--- config.mk ---
export PLATFORM = sky130hd
export DESIGN_NAME = phyw_seq
export DESIGN_NICKNAME = d
export VERILOG_FILES = /design/src/rtl/phyw_pkg.sv /design/src/rtl/phyw_sync.sv /design/src/rtl/phyw_tick.sv /design/src/rtl/phyw_budget.sv /design/src/rtl/phyw_seq.sv
export SDC_FILE = /design/constraint.sdc
export NUM_CORES = 1
export LEC_CHECK = 0
export BUFFER_PORTS_ARGS = -buffer_cell sky130_fd_sc_hd__buf_2
export CORE_MARGIN = 3
export CORE_UTILIZATION = 55
export DETAILED_ROUTE_END_ITERATION = 8
export GPL_TIMING_DRIVEN = 0
export HOLD_SLACK_MARGIN = 0.06
export PLACE_DENSITY_LB_ADDON = 0.2
export SKIP_CTS_REPAIR_TIMING = 1
export SYNTH_ARGS = -nofsm -noshare
export SYNTH_HDL_FRONTEND = slang
export SYNTH_HIERARCHICAL = 1
export SYNTH_SLANG_ARGS = --single-unit
--- constraint.sdc ---
create_clock -name clk -period 4.3 [get_ports clk]
set_input_delay 0.43 -clock clk [delete_from_list [all_inputs] [get_ports clk]]
set_output_delay 0.43 -clock clk [all_outputs]
set_load 0.02 [all_outputs]
--- src/rtl/phyw_pkg.sv ---
package phyw_pkg;

  localparam int CTL_W    = 32;
  localparam int PAY_W    = 16;
  localparam int CAPA_BIT = 16;
  localparam int CAPD_BIT = 17;
  localparam int WR_BIT   = 18;
  localparam int ACK_BIT  = 18;
  localparam int STEP_W   = 3;

  typedef logic [STEP_W-1:0] phyw_step_t;
  localparam phyw_step_t STEP_LAST = 3'd5;

  typedef enum logic [1:0] {
    ST_IDLE,
    ST_PRE,
    ST_WAIT,
    ST_SETTLE
  } phyw_state_e;

  // Control word for a handshake step; pre selects the payload-only cycle.
  function automatic logic [CTL_W-1:0] phyw_word(phyw_step_t s, logic pre,
                                                 logic [PAY_W-1:0] a,
                                                 logic [PAY_W-1:0] d);
    logic [CTL_W-1:0] w;
    w = '0;
    case (s)
      3'd0: begin w[PAY_W-1:0] = a; w[CAPA_BIT] = !pre; end
      3'd1: w[PAY_W-1:0] = a;
      3'd2: begin w[PAY_W-1:0] = d; w[CAPD_BIT] = !pre; end
      3'd3: w[PAY_W-1:0] = d;
      3'd4: w[WR_BIT] = 1'b1;
      default: w = '0;
    endcase
    return w;
  endfunction

  // Even steps wait for acknowledge high, odd steps for low.
  function automatic logic phyw_expect_hi(phyw_step_t s);
    return ~s[0];
  endfunction

  // Steps that start with a payload-only cycle.
  function automatic logic phyw_has_pre(phyw_step_t s);
    return (s == 3'd0) || (s == 3'd2);
  endfunction

endpackage

--- src/rtl/phyw_sync.sv ---
module phyw_sync #(
  parameter int STAGES = 2
) (
  input  logic clk,
  input  logic rst_n,
  input  logic d,
  output logic q
);
  logic [STAGES-1:0] sh;

  generate
    if (STAGES == 1) begin : g_one
      always_ff @(posedge clk) begin
        if (!rst_n) sh <= '0;
        else        sh <= d;
      end
    end else begin : g_chain
      always_ff @(posedge clk) begin
        if (!rst_n) sh <= '0;
        else        sh <= {sh[STAGES-2:0], d};
      end
    end
  endgenerate

  assign q = sh[STAGES-1];
endmodule

--- src/rtl/phyw_tick.sv ---
module phyw_tick #(
  parameter int DIV = 125000
) (
  input  logic clk,
  input  logic rst_n,
  input  logic clr,
  output logic tick
);
  localparam int CW = (DIV > 1) ? $clog2(DIV) : 1;
  logic [CW-1:0] cnt;

  assign tick = (cnt == CW'(DIV - 1));

  always_ff @(posedge clk) begin
    if (!rst_n)    cnt <= '0;
    else if (clr)  cnt <= '0;
    else if (tick) cnt <= '0;
    else           cnt <= cnt + 1'b1;
  end
endmodule

--- src/rtl/phyw_budget.sv ---
module phyw_budget #(
  parameter int MS_W = 7
) (
  input  logic            clk,
  input  logic            rst_n,
  input  logic            clr,
  input  logic            tick,
  input  logic [MS_W-1:0] limit,
  output logic            expire
);
  logic [MS_W-1:0] ms;

  assign expire = tick && ((ms + MS_W'(1)) == limit);

  always_ff @(posedge clk) begin
    if (!rst_n)    ms <= '0;
    else if (clr)  ms <= '0;
    else if (tick) ms <= ms + 1'b1;
  end
endmodule

--- src/rtl/phyw_seq.sv ---
module phyw_seq
  import phyw_pkg::*;
#(
  parameter int CLK_KHZ     = 125000,
  parameter int WAIT_MS     = 100,
  parameter int SETTLE_MS   = 10,
  parameter int SYNC_STAGES = 2
) (
  input  logic             clk,
  input  logic             rst_n,
  input  logic             start,
  input  logic [PAY_W-1:0] reg_addr,
  input  logic [PAY_W-1:0] reg_data,
  input  logic [CTL_W-1:0] phy_stat,
  output logic [CTL_W-1:0] phy_ctl,
  output logic             busy,
  output logic             done,
  output logic             err
);
  localparam int MAX_MS = (WAIT_MS > SETTLE_MS) ? WAIT_MS : SETTLE_MS;
  localparam int MS_W   = $clog2(MAX_MS + 1);

  phyw_state_e      state, state_n;
  phyw_step_t       step, step_n;
  logic [PAY_W-1:0] addr_q, data_q;

  // Named internal events
  logic ack_s, ack_match, ms_tick, expire;
  logic take, load, timeout_ev, finish_ev;
  logic [MS_W-1:0] limit_sel;

  logic unused_stat;
  assign unused_stat = ^{phy_stat[CTL_W-1:ACK_BIT+1], phy_stat[ACK_BIT-1:0]};

  phyw_sync #(.STAGES(SYNC_STAGES)) u_sync (
    .clk(clk), .rst_n(rst_n), .d(phy_stat[ACK_BIT]), .q(ack_s)
  );

  phyw_tick #(.DIV(CLK_KHZ)) u_tick (
    .clk(clk), .rst_n(rst_n), .clr(load), .tick(ms_tick)
  );

  assign limit_sel = (state == ST_SETTLE) ? MS_W'(SETTLE_MS) : MS_W'(WAIT_MS);

  phyw_budget #(.MS_W(MS_W)) u_budget (
    .clk(clk), .rst_n(rst_n), .clr(load), .tick(ms_tick),
    .limit(limit_sel), .expire(expire)
  );

  assign ack_match = (ack_s == phyw_expect_hi(step));

  always_comb begin
    state_n    = state;
    step_n     = step;
    take       = 1'b0;
    load       = 1'b0;
    timeout_ev = 1'b0;
    finish_ev  = 1'b0;
    unique case (state)
      ST_IDLE: begin
        if (start) begin
          state_n = ST_PRE;
          step_n  = '0;
          take    = 1'b1;
        end
      end
      ST_PRE: begin
        state_n = ST_WAIT;
        load    = 1'b1;
      end
      ST_WAIT: begin
        if (ack_match) begin
          if (step == STEP_LAST) begin
            state_n = ST_SETTLE;
            load    = 1'b1;
          end else begin
            step_n = step + 3'd1;
            if (phyw_has_pre(step_n)) state_n = ST_PRE;
            else                      load    = 1'b1;
          end
        end else if (expire) begin
          state_n    = ST_IDLE;
          timeout_ev = 1'b1;
        end
      end
      ST_SETTLE: begin
        if (expire) begin
          state_n   = ST_IDLE;
          finish_ev = 1'b1;
        end
      end
      default: state_n = ST_IDLE;
    endcase
  end

  always_ff @(posedge clk) begin
    if (!rst_n) begin
      state  <= ST_IDLE;
      step   <= '0;
      addr_q <= '0;
      data_q <= '0;
      err    <= 1'b0;
      done   <= 1'b0;
    end else begin
      state <= state_n;
      step  <= step_n;
      done  <= finish_ev;
      if (take) begin
        addr_q <= reg_addr;
        data_q <= reg_data;
        err    <= 1'b0;
      end else if (timeout_ev) begin
        err <= 1'b1;
      end
    end
  end

  assign busy    = (state != ST_IDLE);
  assign phy_ctl = (state == ST_PRE || state == ST_WAIT)
                   ? phyw_word(step, state == ST_PRE, addr_q, data_q)
                   : '0;
endmodule

==> summary.md <==
| Metric | Value |
|---|---|
| Count of cell types in the netlist | 53 |
| Number of antenna diodes | 0 |
| Combinational share of power | 30.6% |
| CP cell instances | nand3_2, or4b_4, nor3_1, clkbuf_1, nand3_1, a2111oi_2, o21bai_1, a31oi_1, a41o_1 |
| Skew-Pair Late Insertion Delay | 0.35 ns |
| CP max FO | 8 |
| Hold Fails Final Rpt | 0 |
| Drt total wl | 7510 um |
| Clock skew | 0.00851 ns |
| Met2 Use GR | 34.7% |
| Layout cells sized above 1 | 21.8% |
| Asr flop ratio synth | 0% |
| Initial DRC Count | 105 |
| Internal | 1.13 mW |
| Remaining DRCs | 0 |
| Area fraction of the dominant cell type after synthesis | 37.0% |
| VDD IR max | 0.000298 V |
| Nets | 579 |
| Share of power burned in the clock network | 28.8% |
| Busiest layer in global routing | met2 |
| Sequential Power Share | 40.6% |
| Final count of negative-setup-slack endpoints | 0 |
| WP data arrival | 3.05 ns |
| Slowest-stage cell, CP | or4b_4 |
| Clock transition at path regs | 0.07 ns |
| Slew Limit Fails | 0 |
| Area grow syn2layout | 17.8% |
| Buf/Inv on CP | 1 |
| Drt first pass iters | 4 |
| CP Launch Type | flop |
| Commonest cells in the netlist | 78 x nand2_1, 65 x dfxtp_1, 47 x nor2_1 |
| P per Cell Area | 424 nW/um2 |
| Slowest stage delay, CP | 0.55 ns |
| Buffers on Ports | 57 |
| Gp weighted congestion | 0.909 |
| Met1 usage | 26.3% |
| Sw Ratio | 35.9% |
| Most numerous cell in the Yosys netlist | nand2_1 |
| Critical path required time | 4.54 ns |
| Pre-CTS setup slack | 1.44 ns |
| Antenna violations before repair | 0 |
| YS warnings | 6 |
| Die area | 7380 um2 |
| Area leader, netlist | dfxtp_1 |
| Status | complete, no violations |
| Mapped Cells | 418 |
| Highest Clock Rate | 356 MHz |
| Total grt overflow | 0 |
| Largest net degree at the start of global routing | 13 |
| #FFs+latches synth | 65 |
| Total track usage | 21.2% |
| Top Family by Delay on Critical Path | compound AO/OA/AOI/OAI gates |
| Fin cells | 580 |
| CTS Sinks | 65 |
| Final period util | 65.4% |
| Sequential-to-total area share from yosys stat | 37.0% |
| First-pass GRT wire length | 12600 um |
| Fin util | 68.3% |
| Mapped Avg Cell Area | 8.41 um2 |
| DIE WIDTH | 85.9 um |
| CTS HTree Levels | 3 |
| CP Capture Type | flop |
| Post-synth EDFFs | 0 |
| Mapped Area | 3510 um2 |
| DP Area | 3950 um2 |
| Switching power | 0.630 mW |
| HP Class | input port to flop |
| Fillers | 529 |
| Tmin final | 2.81 ns |
| Clk root buf | clkbuf_8 |
| Vias in the first global route | 2839 |
| Final ANT Viol Nets | 0 |
| Cell total after placement | 564 |
| Cell area after layout | 4140 um2 |
| Cts bufs inserted | 9 |
| Row count | 28 |
| Met3 usage | 5.96% |
| Most used DFF post-synth | dfxtp_1 |
| Core area | 6060 um2 |
| Via count | 2962 |
| TritonCTS clock tree | done |
| Die Height | 85.9 um |
| Worst slew margin | 64.6% |
| Vias/cell | 5.11 |
| Initial Utilization | 58.0% |
| Final setup TNS | 0 ns |
| Kind of critical path | flop to flop |
| IO Count | 102 |
| Cell leakage power | 1.67 nW |
| Clock Path Buffers | 2 |
| RSZ-0062 raised after global routing | false |
| Synth area leaders | dfxtp_1 37%, nand2_1 8.3%, a21boi_0 5.6% |
| DP Wirelength | 5560 um |
| Worst Max-Slew Pin Slew | 0.530 ns |
| Drt wl/cell | 13.0 um |
| Max-cap violations | 0 |
| Setup WS post-layout | 1.49 ns |
## per-layer routing
| layer | up-vias | share of wire, % |
|---|---|---|
| met5 | - | 0 |
| met4 | 0 | 1.0 |
| met3 | 10 | 5.9 |
| met2 | 70 | 47 |
| met1 | 1340 | 46 |
| li1 | 1542 | - |
## registers in the layout, indices dropped and copies added, names as in the netlist
register / cells
u_tick/cnt: 17
addr_q: 16
data_q: 16
u_budget/ms: 7
step: 3
state: 2
u_sync/sh: 2
done: 1
err: 1
## worst reg2reg max path: stages, from the launching register on
cell and delay (ns):
dfxtp_1 0.40, nand3_2 0.12, or4b_4 0.55, nor3_1 0.14, clkbuf_1 0.33, nand3_1 0.15, a2111oi_2 0.51, o21bai_1 0.19
a31oi_1 0.10, a41o_1 0.22
## area by class of cell
cell class	count	area, um2	area share (%)
plain buffers	35	204	4.93
clock buffers	9	124	2.99
clock inverters	7	71.3	1.72
inverters	11	41.3	0.997
multi-input cells	321	2020	48.8
flip-flops and latches	65	1300	31.4
well taps	75	93.8	2.27
repair buffers	57	285	6.89
## kinds of logic (layout without fill, tap and decap cells)
kind of cell,after synthesis,after routing,share of synthesized area [%]
simple gates,187,187,25.2
flops,65,65,37.0
compound gates,60,60,13.8
buf+inv,46,119,6.98
xor+xnor,29,29,7.44
mux,18,18,5.13
fa+ha+maj,12,12,4.27
other cells,1,15,0.107
## layout by cell type, fill, tap and decap left out, types with 3 or more instances in the layout
master / n
buf_4: 13
nand3_1: 9
inv_1: 11
dfxtp_1: 65
buf_2: 64
a21boi_1: 8
clkbuf_1: 13
a31oi_1: 3
nor4_1: 3
and3_1: 3
xnor2_1: 17
and2_1: 3
mux2i_1: 18
nor3_1: 7
nor3b_1: 5
clkinv_4: 3
nand2b_1: 3
nor2_1: 47
a21boi_0: 26
conb_1: 15
o21ai_0: 3
a21oi_1: 6
xor2_1: 11
ha_1: 12
nand4_1: 11
clkinv_2: 3
nor2b_1: 4
nand2_1: 78
clkbuf_8: 9
## metrics by stage
stage	hold WS (ns)	total power [mW]
floorplan	0.412	1.11
global placement	0.420	1.25
detailed placement	0.421	1.26
CTS	0.295	1.77
global route	0.309	1.87
finish	0.309	1.76
## worst paths after layout
check / to / slack [ns] / depth (start not counted) / from
hold / removal: u_sync/sh[0] / 0.31 / 2 / phy_stat[18]
setup / recovery: state[0] / 1.49 / 9 / u_tick/cnt[13]
setup reg to reg: state[0] / 1.49 / 9 / u_tick/cnt[13]
hold reg to reg: u_sync/sh[1] / 0.43 / 1 / u_sync/sh[0]
## power groups by stage
| stage | clock [mW] | sequential [mW] | combinational, mW |
|---|---|---|---|
| finish | 0.505 | 0.713 | 0.537 |
| global route | 0.541 | 0.722 | 0.606 |
| CTS | 0.518 | 0.712 | 0.541 |
| detailed placement | 0 | 0.726 | 0.538 |
| global placement | 0 | 0.724 | 0.529 |
| floorplan | 0 | 0.715 | 0.398 |
No activity file was read; power rests on OpenSTA's default activity.
